==> src/rtl/irq_prio_gate_pkg.sv <==
package irq_prio_gate_pkg;

    localparam int PRIO_W = 4;

    typedef logic [PRIO_W-1:0] prio_t;

    typedef enum logic [1:0] {
        CLS_NORM = 2'd0,
        CLS_CRIT = 2'd1,
        CLS_MCHK = 2'd2,
        CLS_NONE = 2'd3
    } out_cls_e;

    typedef enum logic [1:0] {
        NDEC_HOLD  = 2'd0,
        NDEC_RAISE = 2'd1,
        NDEC_DROP  = 2'd2
    } norm_dec_e;

    typedef struct packed {
        logic  valid;
        prio_t prio;
    } pick_t;

    // Line stays only if the best raised level beats both threshold and in-service
    function automatic norm_dec_e deact_decide(prio_t rsd, prio_t svc, prio_t thr);
        if (rsd > thr && rsd > svc) return NDEC_HOLD;
        return NDEC_DROP;
    endfunction

    function automatic norm_dec_e act_decide(prio_t p, logic svc_vld, prio_t svc,
                                             prio_t thr, prio_t rsd);
        if (p <= thr)                return deact_decide(rsd, svc, thr);
        if (svc_vld && (p <= svc))   return NDEC_HOLD;
        return NDEC_RAISE;
    endfunction

    function automatic norm_dec_e thr_decide(prio_t rsd, prio_t svc, prio_t thr);
        if (rsd <= thr) return NDEC_DROP;
        if (rsd > svc)  return NDEC_RAISE;
        return NDEC_HOLD;
    endfunction

endpackage

==> src/rtl/irq_prio_pick.sv <==
module irq_prio_pick
    import irq_prio_gate_pkg::*;
#(
    parameter int N_SRC = 24,
    parameter int SRC_W = 5
) (
    input  logic [N_SRC-1:0]        map,
    input  logic [N_SRC*PRIO_W-1:0] prio_flat,
    output logic                    best_valid,
    output logic [SRC_W-1:0]        best_idx,
    output prio_t                   best_prio
);
    localparam logic [SRC_W-1:0] IDX_NONE = '1;

    // Strict greater-than keeps the lowest index on ties
    always_comb begin
        best_valid = 1'b0;
        best_idx   = IDX_NONE;
        best_prio  = '0;
        for (int i = 0; i < N_SRC; i++) begin
            if (map[i] && (!best_valid || prio_flat[i*PRIO_W +: PRIO_W] > best_prio)) begin
                best_valid = 1'b1;
                best_idx   = SRC_W'(i);
                best_prio  = prio_flat[i*PRIO_W +: PRIO_W];
            end
        end
    end

endmodule

==> src/rtl/irq_class_counter.sv <==
module irq_class_counter #(
    parameter int N_SRC = 24,
    localparam int CNT_W = $clog2(N_SRC + 1)
) (
    input  logic clk,
    input  logic rst,
    input  logic inc,
    input  logic dec,
    output logic line_q
);
    logic [CNT_W-1:0] cnt_q, cnt_nx;

    always_comb begin
        cnt_nx = cnt_q;
        if (inc && !dec)      cnt_nx = cnt_q + CNT_W'(1);
        else if (dec && !inc) cnt_nx = cnt_q - CNT_W'(1);
    end

    always_ff @(posedge clk) begin
        if (rst) begin
            cnt_q  <= '0;
            line_q <= 1'b0;
        end else begin
            cnt_q  <= cnt_nx;
            line_q <= (cnt_nx != '0);
        end
    end

    // count moves by at most one step per cycle
    a_r7_single_step: assert property (@(posedge clk) disable iff (rst)
        (cnt_q != $past(cnt_q)) |->
        ((cnt_q == $past(cnt_q) + CNT_W'(1)) || (cnt_q == $past(cnt_q) - CNT_W'(1))));

    // line rises only when the count reaches one
    a_r6_rise_at_one: assert property (@(posedge clk) disable iff (rst)
        $rose(line_q) |-> (cnt_q == CNT_W'(1)));

    // line falls only when the count returns to zero
    a_r6_fall_at_zero: assert property (@(posedge clk) disable iff (rst)
        $fell(line_q) |-> (cnt_q == '0));

    // no decrement from an empty count
    a_r7_no_underflow: assert property (@(posedge clk) disable iff (rst)
        ($past(cnt_q) == '0) |-> (cnt_q <= CNT_W'(1)));

endmodule

==> src/rtl/irq_prio_gate.sv <==
module irq_prio_gate
    import irq_prio_gate_pkg::*;
#(
    parameter int N_SRC = 24,
    parameter int SRC_W = 5,
    parameter int TPR_DW = 8
) (
    input  logic              clk,
    input  logic              rst,
    input  logic              ev_valid,
    input  logic [SRC_W-1:0]  ev_src,
    input  logic              ev_active,
    input  logic [3:0]        ev_prio,
    input  logic [1:0]        ev_class,
    input  logic              tpr_we,
    input  logic [TPR_DW-1:0] tpr_wdata,
    input  logic [N_SRC-1:0]  svc_map,
    output logic              irq_norm,
    output logic              irq_crit,
    output logic              irq_mchk,
    output logic [3:0]        tpr,
    output logic              next_valid,
    output logic [SRC_W-1:0]  next_src,
    output logic [3:0]        next_prio
);
    localparam int N_SPECIAL = 2;
    localparam logic [SRC_W-1:0] IDX_NONE = '1;
    localparam prio_t TPR_RST = '1;

    // ---------------- state ----------------
    logic [N_SRC-1:0]        raised_q, raised_nx;
    logic [N_SRC-1:0]        act_q, act_nx;
    logic [N_SRC*PRIO_W-1:0] prio_q, prio_nx;
    prio_t                   tpr_q, tpr_nx;
    logic                    norm_q;
    pick_t                   next_q;
    logic [SRC_W-1:0]        next_idx_q;

    // ---------------- event qualification ----------------
    logic     ev_ok;
    out_cls_e ev_cls;
    logic [N_SRC-1:0] ev_hit;
    logic     ev_was_act;

    assign ev_cls = out_cls_e'(ev_class);
    assign ev_ok  = ev_valid && (ev_cls != CLS_NONE) &&
                    ({1'b0, ev_src} < (SRC_W+1)'(N_SRC));

    always_comb begin
        ev_was_act = 1'b0;
        for (int i = 0; i < N_SRC; i++) begin
            ev_hit[i] = ev_ok && (ev_src == SRC_W'(i));
            if (ev_hit[i]) ev_was_act = act_q[i];
        end
    end

    assign tpr_nx = tpr_we ? prio_t'(tpr_wdata[PRIO_W-1:0]) : tpr_q;

    // ---------------- next-state sets ----------------
    always_comb begin
        raised_nx = raised_q;
        act_nx    = act_q;
        prio_nx   = prio_q;
        for (int i = 0; i < N_SRC; i++) begin
            if (ev_hit[i]) begin
                act_nx[i] = ev_active;
                if (ev_cls == CLS_NORM) begin
                    raised_nx[i]                  = ev_active;
                    prio_nx[i*PRIO_W +: PRIO_W]   = ev_prio;
                end
            end
        end
    end

    // ---------------- priority search ----------------
    logic             rsd_vld, svc_vld;
    logic [SRC_W-1:0] rsd_idx, svc_idx;
    prio_t            rsd_pri, svc_pri;

    irq_prio_pick #(.N_SRC(N_SRC), .SRC_W(SRC_W)) u_pick_raised (
        .map        (raised_nx),
        .prio_flat  (prio_nx),
        .best_valid (rsd_vld),
        .best_idx   (rsd_idx),
        .best_prio  (rsd_pri)
    );

    irq_prio_pick #(.N_SRC(N_SRC), .SRC_W(SRC_W)) u_pick_svc (
        .map        (svc_map),
        .prio_flat  (prio_q),
        .best_valid (svc_vld),
        .best_idx   (svc_idx),
        .best_prio  (svc_pri)
    );

    // ---------------- normal line decision ----------------
    norm_dec_e dec;

    always_comb begin
        dec = NDEC_HOLD;
        if (ev_ok && ev_cls == CLS_NORM) begin
            if (ev_active) dec = act_decide(prio_t'(ev_prio), svc_vld, svc_pri, tpr_nx, rsd_pri);
            else           dec = deact_decide(rsd_pri, svc_pri, tpr_nx);
        end else if (tpr_we) begin
            dec = thr_decide(rsd_pri, svc_pri, tpr_nx);
        end
    end

    always_ff @(posedge clk) begin
        if (rst) begin
            raised_q   <= '0;
            act_q      <= '0;
            prio_q     <= '0;
            tpr_q      <= TPR_RST;
            norm_q     <= 1'b0;
            next_q     <= '0;
            next_idx_q <= IDX_NONE;
        end else begin
            raised_q   <= raised_nx;
            act_q      <= act_nx;
            prio_q     <= prio_nx;
            tpr_q      <= tpr_nx;
            next_q     <= '{valid: rsd_vld, prio: rsd_pri};
            next_idx_q <= rsd_idx;
            case (dec)
                NDEC_RAISE: norm_q <= 1'b1;
                NDEC_DROP:  norm_q <= 1'b0;
                default:    norm_q <= norm_q;
            endcase
        end
    end

    // ---------------- special classes ----------------
    logic [N_SPECIAL-1:0] spec_line;

    generate
        for (genvar k = 0; k < N_SPECIAL; k++) begin : g_special
            localparam out_cls_e MY_CLS = out_cls_e'(k + 1);
            logic c_inc, c_dec;
            assign c_inc = ev_ok && (ev_cls == MY_CLS) &&  ev_active && !ev_was_act;
            assign c_dec = ev_ok && (ev_cls == MY_CLS) && !ev_active &&  ev_was_act;

            irq_class_counter #(.N_SRC(N_SRC)) u_cnt (
                .clk    (clk),
                .rst    (rst),
                .inc    (c_inc),
                .dec    (c_dec),
                .line_q (spec_line[k])
            );
        end
    endgenerate

    assign irq_norm   = norm_q;
    assign irq_crit   = spec_line[0];
    assign irq_mchk   = spec_line[1];
    assign tpr        = tpr_q;
    assign next_valid = next_q.valid;
    assign next_src   = next_idx_q;
    assign next_prio  = next_q.prio;

    // ---------------- assertions ----------------
    // a rising normal line always sits above the task priority in force
    a_r2_rise_above_tpr: assert property (@(posedge clk) disable iff (rst)
        $rose(irq_norm) |-> (next_valid && next_prio > tpr));

    // a rise is never below or equal to the in-service level of that cycle
    a_r3_rise_above_svc: assert property (@(posedge clk) disable iff (rst)
        $rose(irq_norm) |-> ($past(rsd_pri) > $past(svc_pri)));

    // an ignored event leaves the raised set and activity untouched
    a_r10_ignored_event: assert property (@(posedge clk) disable iff (rst)
        (ev_valid && !ev_ok && !tpr_we) |=> (raised_q == $past(raised_q) && act_q == $past(act_q)));

    // the reported index is empty-coded exactly when nothing is raised
    a_r8_empty_code: assert property (@(posedge clk) disable iff (rst)
        !next_valid |-> (next_src == IDX_NONE && next_prio == '0));

    // raised set only changes with a qualified normal event
    a_r1_raised_only_by_event: assert property (@(posedge clk) disable iff (rst)
        !(ev_ok && ev_cls == CLS_NORM) |=> $stable(raised_q));

    // a special-class event never moves the normal line
    a_r6_special_no_norm: assert property (@(posedge clk) disable iff (rst)
        (ev_ok && ev_cls != CLS_NORM && !tpr_we) |=> $stable(irq_norm));

endmodule

==> config.mk <==
export PLATFORM = sky130hd
export DESIGN_NAME = irq_prio_gate
export DESIGN_NICKNAME = d
export VERILOG_FILES = /design/src/rtl/irq_prio_gate_pkg.sv /design/src/rtl/irq_prio_pick.sv /design/src/rtl/irq_class_counter.sv /design/src/rtl/irq_prio_gate.sv
export SDC_FILE = /design/constraint.sdc
export NUM_CORES = 1
export LEC_CHECK = 0
export CORE_ASPECT_RATIO = 0.5
export CORE_UTILIZATION = 60
export CTS_BUF_LIST = sky130_fd_sc_hd__clkbuf_2 sky130_fd_sc_hd__clkbuf_4 sky130_fd_sc_hd__clkbuf_8
export DETAILED_ROUTE_END_ITERATION = 7
export DONT_BUFFER_PORTS = 1
export PLACE_DENSITY = 0.86
export REMOVE_ABC_BUFFERS = 1
export SLEW_MARGIN = 20
export SYNTH_ARGS = -nofsm -noshare
export SYNTH_HDL_FRONTEND = slang
export SYNTH_HIERARCHICAL = 1
export SYNTH_SLANG_ARGS = --single-unit
==> constraint.sdc <==
create_clock -name clk -period 47.3 [get_ports clk]
set_input_delay 2.365 -clock clk [delete_from_list [all_inputs] [get_ports clk]]
set_output_delay 2.365 -clock clk [all_outputs]
set_load 0.02 [all_outputs]
==> run summary <==
The number of antenna violations at the first check in global routing is 0. Global routing consumed, on the met1 layer, 38.8% of the routing resources. The met2 usage in global routing is 50.4%. The cell with the largest stage delay on the worst path is a211oi_1. CTS built an H-tree with a depth of 4. The clock-pin slew on the worst setup and hold paths came out at 0.10 ns. The initial cell density of the core is 62.3%. Across every metal layer, demand over resource in global routing totals 30.1%.

The post-place instance area is 17800 sq um. The clock tree from TritonCTS is done. The average vias per placed instance came out at 6.47. The count of buffers added on input and output ports is 0. For this design the ratio of total power to cell area is 50.3 nW/um^2. Setup repair after global routing left no endpoint under its margin. The layer flagged by global routing as most heavily used is met2. The maximum vdd drop is 0.0813 mV. Excluding fillers, the count of instances in the completed layout stands at 2541. Clock latency on the worst-skew pair, taken at its later pin, is 0.51 ns. The setup slack of the critical path after layout is 3.14 ns. In this run the cell area of the synthesized design comes to 17600 sq um. The number of failing hold endpoints at the final stage came out at 0.

The cell count after placement is 2509. The worst setup path is captured at a flop. The proportion of layout cells with a drive suffix above 1 is 15.0%.

The number of pins with negative max-slew slack in the final report is 0. The hold buffer count at cts is 0. The total of cells resized after clock tree synthesis is 0. Clock tree synthesis found a total of 171 sinks. Clock tree synthesis selected as its root buffer the cell clkbuf_8.

The number of setup violations in the final report is 0. The maximum clock frequency is 0.0226 GHz. In this run the post-CTS setup repair buffer count came out at 0. The die area came out at 30000 sq um. Timing analysis after detailed placement gives a worst setup slack of 3.46 ns.

The cell area after layout is 18200 sq um. The placed wire-length estimate came out at 34.7 mm. The final routed wirelength across all metal layers is 45.7 mm.

By startpoint and endpoint, the worst setup path is classified as in -> reg. The repair_antennas step left the layout with diodes totalling 0. The cell family contributing the most delay on the critical path is compound AO/OA/AOI/OAI gates. At the end of the flow the core is filled with cells to 64.4%.

The worst setup path is launched from a primary input. The leftover overflow at the end of global routing came out at 0. The placer congestion estimate came out at 0.981. The via count of the first global-routing pass came out at 15300. The path class of the tightest hold or removal check is reg -> reg. Compared with the post-synthesis result, the final layout area differs by 3.34%. The flow ran to the end, and the final reports show no timing, DRC or antenna violations. Counting the buffers created by CTS gives 17. The die outline width is 244 um. Across the run, the number of max-cap violations was 0. In this run the static leakage power is 7.27 nW. The detailed-route wire length per cell came out at 18.0 um. Yosys printed 6 warnings. The first detailed-routing pass took 6 iterations.

The maximum fanout encountered on the critical timing path came out at 13. Dividing the final minimum period by the clock period gives 93.4%. The number of cell rows came out at 43.

The first-iteration detailed-routing DRC count came out at 1602. In the routed design, unresolved DRC markers number 0. The library cell appearing most often on the critical path is a21oi_1. Dividing the synthesized area by the synthesized cell count gives 8.03 sq um.

At the pin with the least slew margin, the transition time is 1.12 ns. For the final routed database, the setup TNS stands at 0 ns. Across the routed clock network, the largest skew measured is 0.0181 ns. The first global-routing pass estimated 74.1 mm of wire. At the end of the flow, the number of nets in the layout was 2369.

The number of instances in the synthesized netlist came out at 2190. The required time at the endpoint of the critical path is 47.69 ns. The core area is 28200 sq um. The number of buffer and inverter stages on the critical path is 10. The die span in y is 123 um. The worst path arrival time is 44.55 ns. The global-route met3 utilization is 4.88%.

In this run the deepest clock path goes through 2 buffers. The number of I/O pins is 65. The post-route minimum period came out at 44.16 ns. The largest net degree at the start of global routing came out at 172. The worst max-slew margin expressed relative to the limit came out at 24.7%. The routed layout has 16400 vias. The maximum single-stage delay on the critical path is 0.92 ns. The number of antenna-violating nets in the routed design is 0.
==> tightest hold or removal path, delay by kind of cell (launching register included) <==
| kind | cells | cell delay [ns] |
|---|---|---|
| compound gates | 1 | 0.05 |
| simple gates | 1 | 0.05 |
| flops | 1 | 0.32 |
==> report_power, final <==
part	internal [mW]	total, mW	leakage, nW	switching, mW
logic	0.294	0.657	5.68	0.363
clock network	0.0486	0.111	0.203	0.0625
registers	0.145	0.146	1.38	0.00151
total	0.487	0.915	7.27	0.427
==> path summary, 6_finish.rpt <==
| check | from | endpoint | slack, ns | cells after the start |
|---|---|---|---|---|
| min | act_q[20] | act_q[20] | 0.46 | 2 |
| max | ev_valid | irq_norm | 3.14 | 193 |
| min reg2reg | act_q[20] | act_q[20] | 0.46 | 2 |
| max reg2reg | raised_q[0] | irq_norm | 5.80 | 189 |
==> flip-flops by register name (all words and copies together), names as in the netlist, 2 cells and up <==
signal and count:
raised_q 24, prio_q 96, next_src 5, g_special.u_cnt/line_q 2, next_prio 4, tpr 4
act_q 24, g_special.u_cnt/cnt_q 10
==> cell type report <==
| class | instances | area, sq um |
|---|---|---|
| clock buffer | 17 | 234 |
| clock inverter | 15 | 178 |
| fill | 2325 | 10100 |
| inverter | 157 | 589 |
| multi-input combinational | 1798 | 13300 |
| sequential | 171 | 3420 |
| tap | 382 | 478 |
| timing repair buffer | 1 | 7.51 |
==> through the flow <==
stage               power [mW]  hold slack (ns)
floorplan                0.668            0.430
global placement         0.770            0.445
detailed placement       0.795            0.452
CTS                      0.907            0.466
global route              1.01            0.490
finish                   0.915            0.465
==> cell usage in the layout (no fill, tap or decap), types with 7 or more instances in the layout <==
cell and count:
o21a_1 47, a21o_1 24, o311ai_0 11, mux2i_1 44, a31o_2 10, nor2_1 146, or2_2 25, o21ai_0 118
nor2b_1 165, a41oi_1 8, nor3_1 33, mux2_2 148, ha_1 175, nor2_2 18, o311a_1 11, nand2_1 162
or3_1 15, a21oi_1 139, a31oi_1 28, o22ai_1 14, o2111ai_1 10, a311oi_1 11, dfxtp_1 171, and2_1 20
nand3_1 55, a211oi_1 15, o31ai_1 20, nand3b_1 8, inv_1 157, and3_1 10, nand2b_1 21, o211ai_1 35
o31a_1 9, nand4_1 22, clkbuf_8 17, o211a_1 9, a32o_1 7, nand2_2 7
==> metal layers <==
| metal | part of all wire [%] | wire (um) |
|---|---|---|
| met2 | 45 | 20500 |
| met5 | 0 | 0 |
| met4 | 3.2 | 1480 |
| met1 | 45 | 20400 |
| met3 | 7.2 | 3310 |
Power figures use the tool's default switching activity.
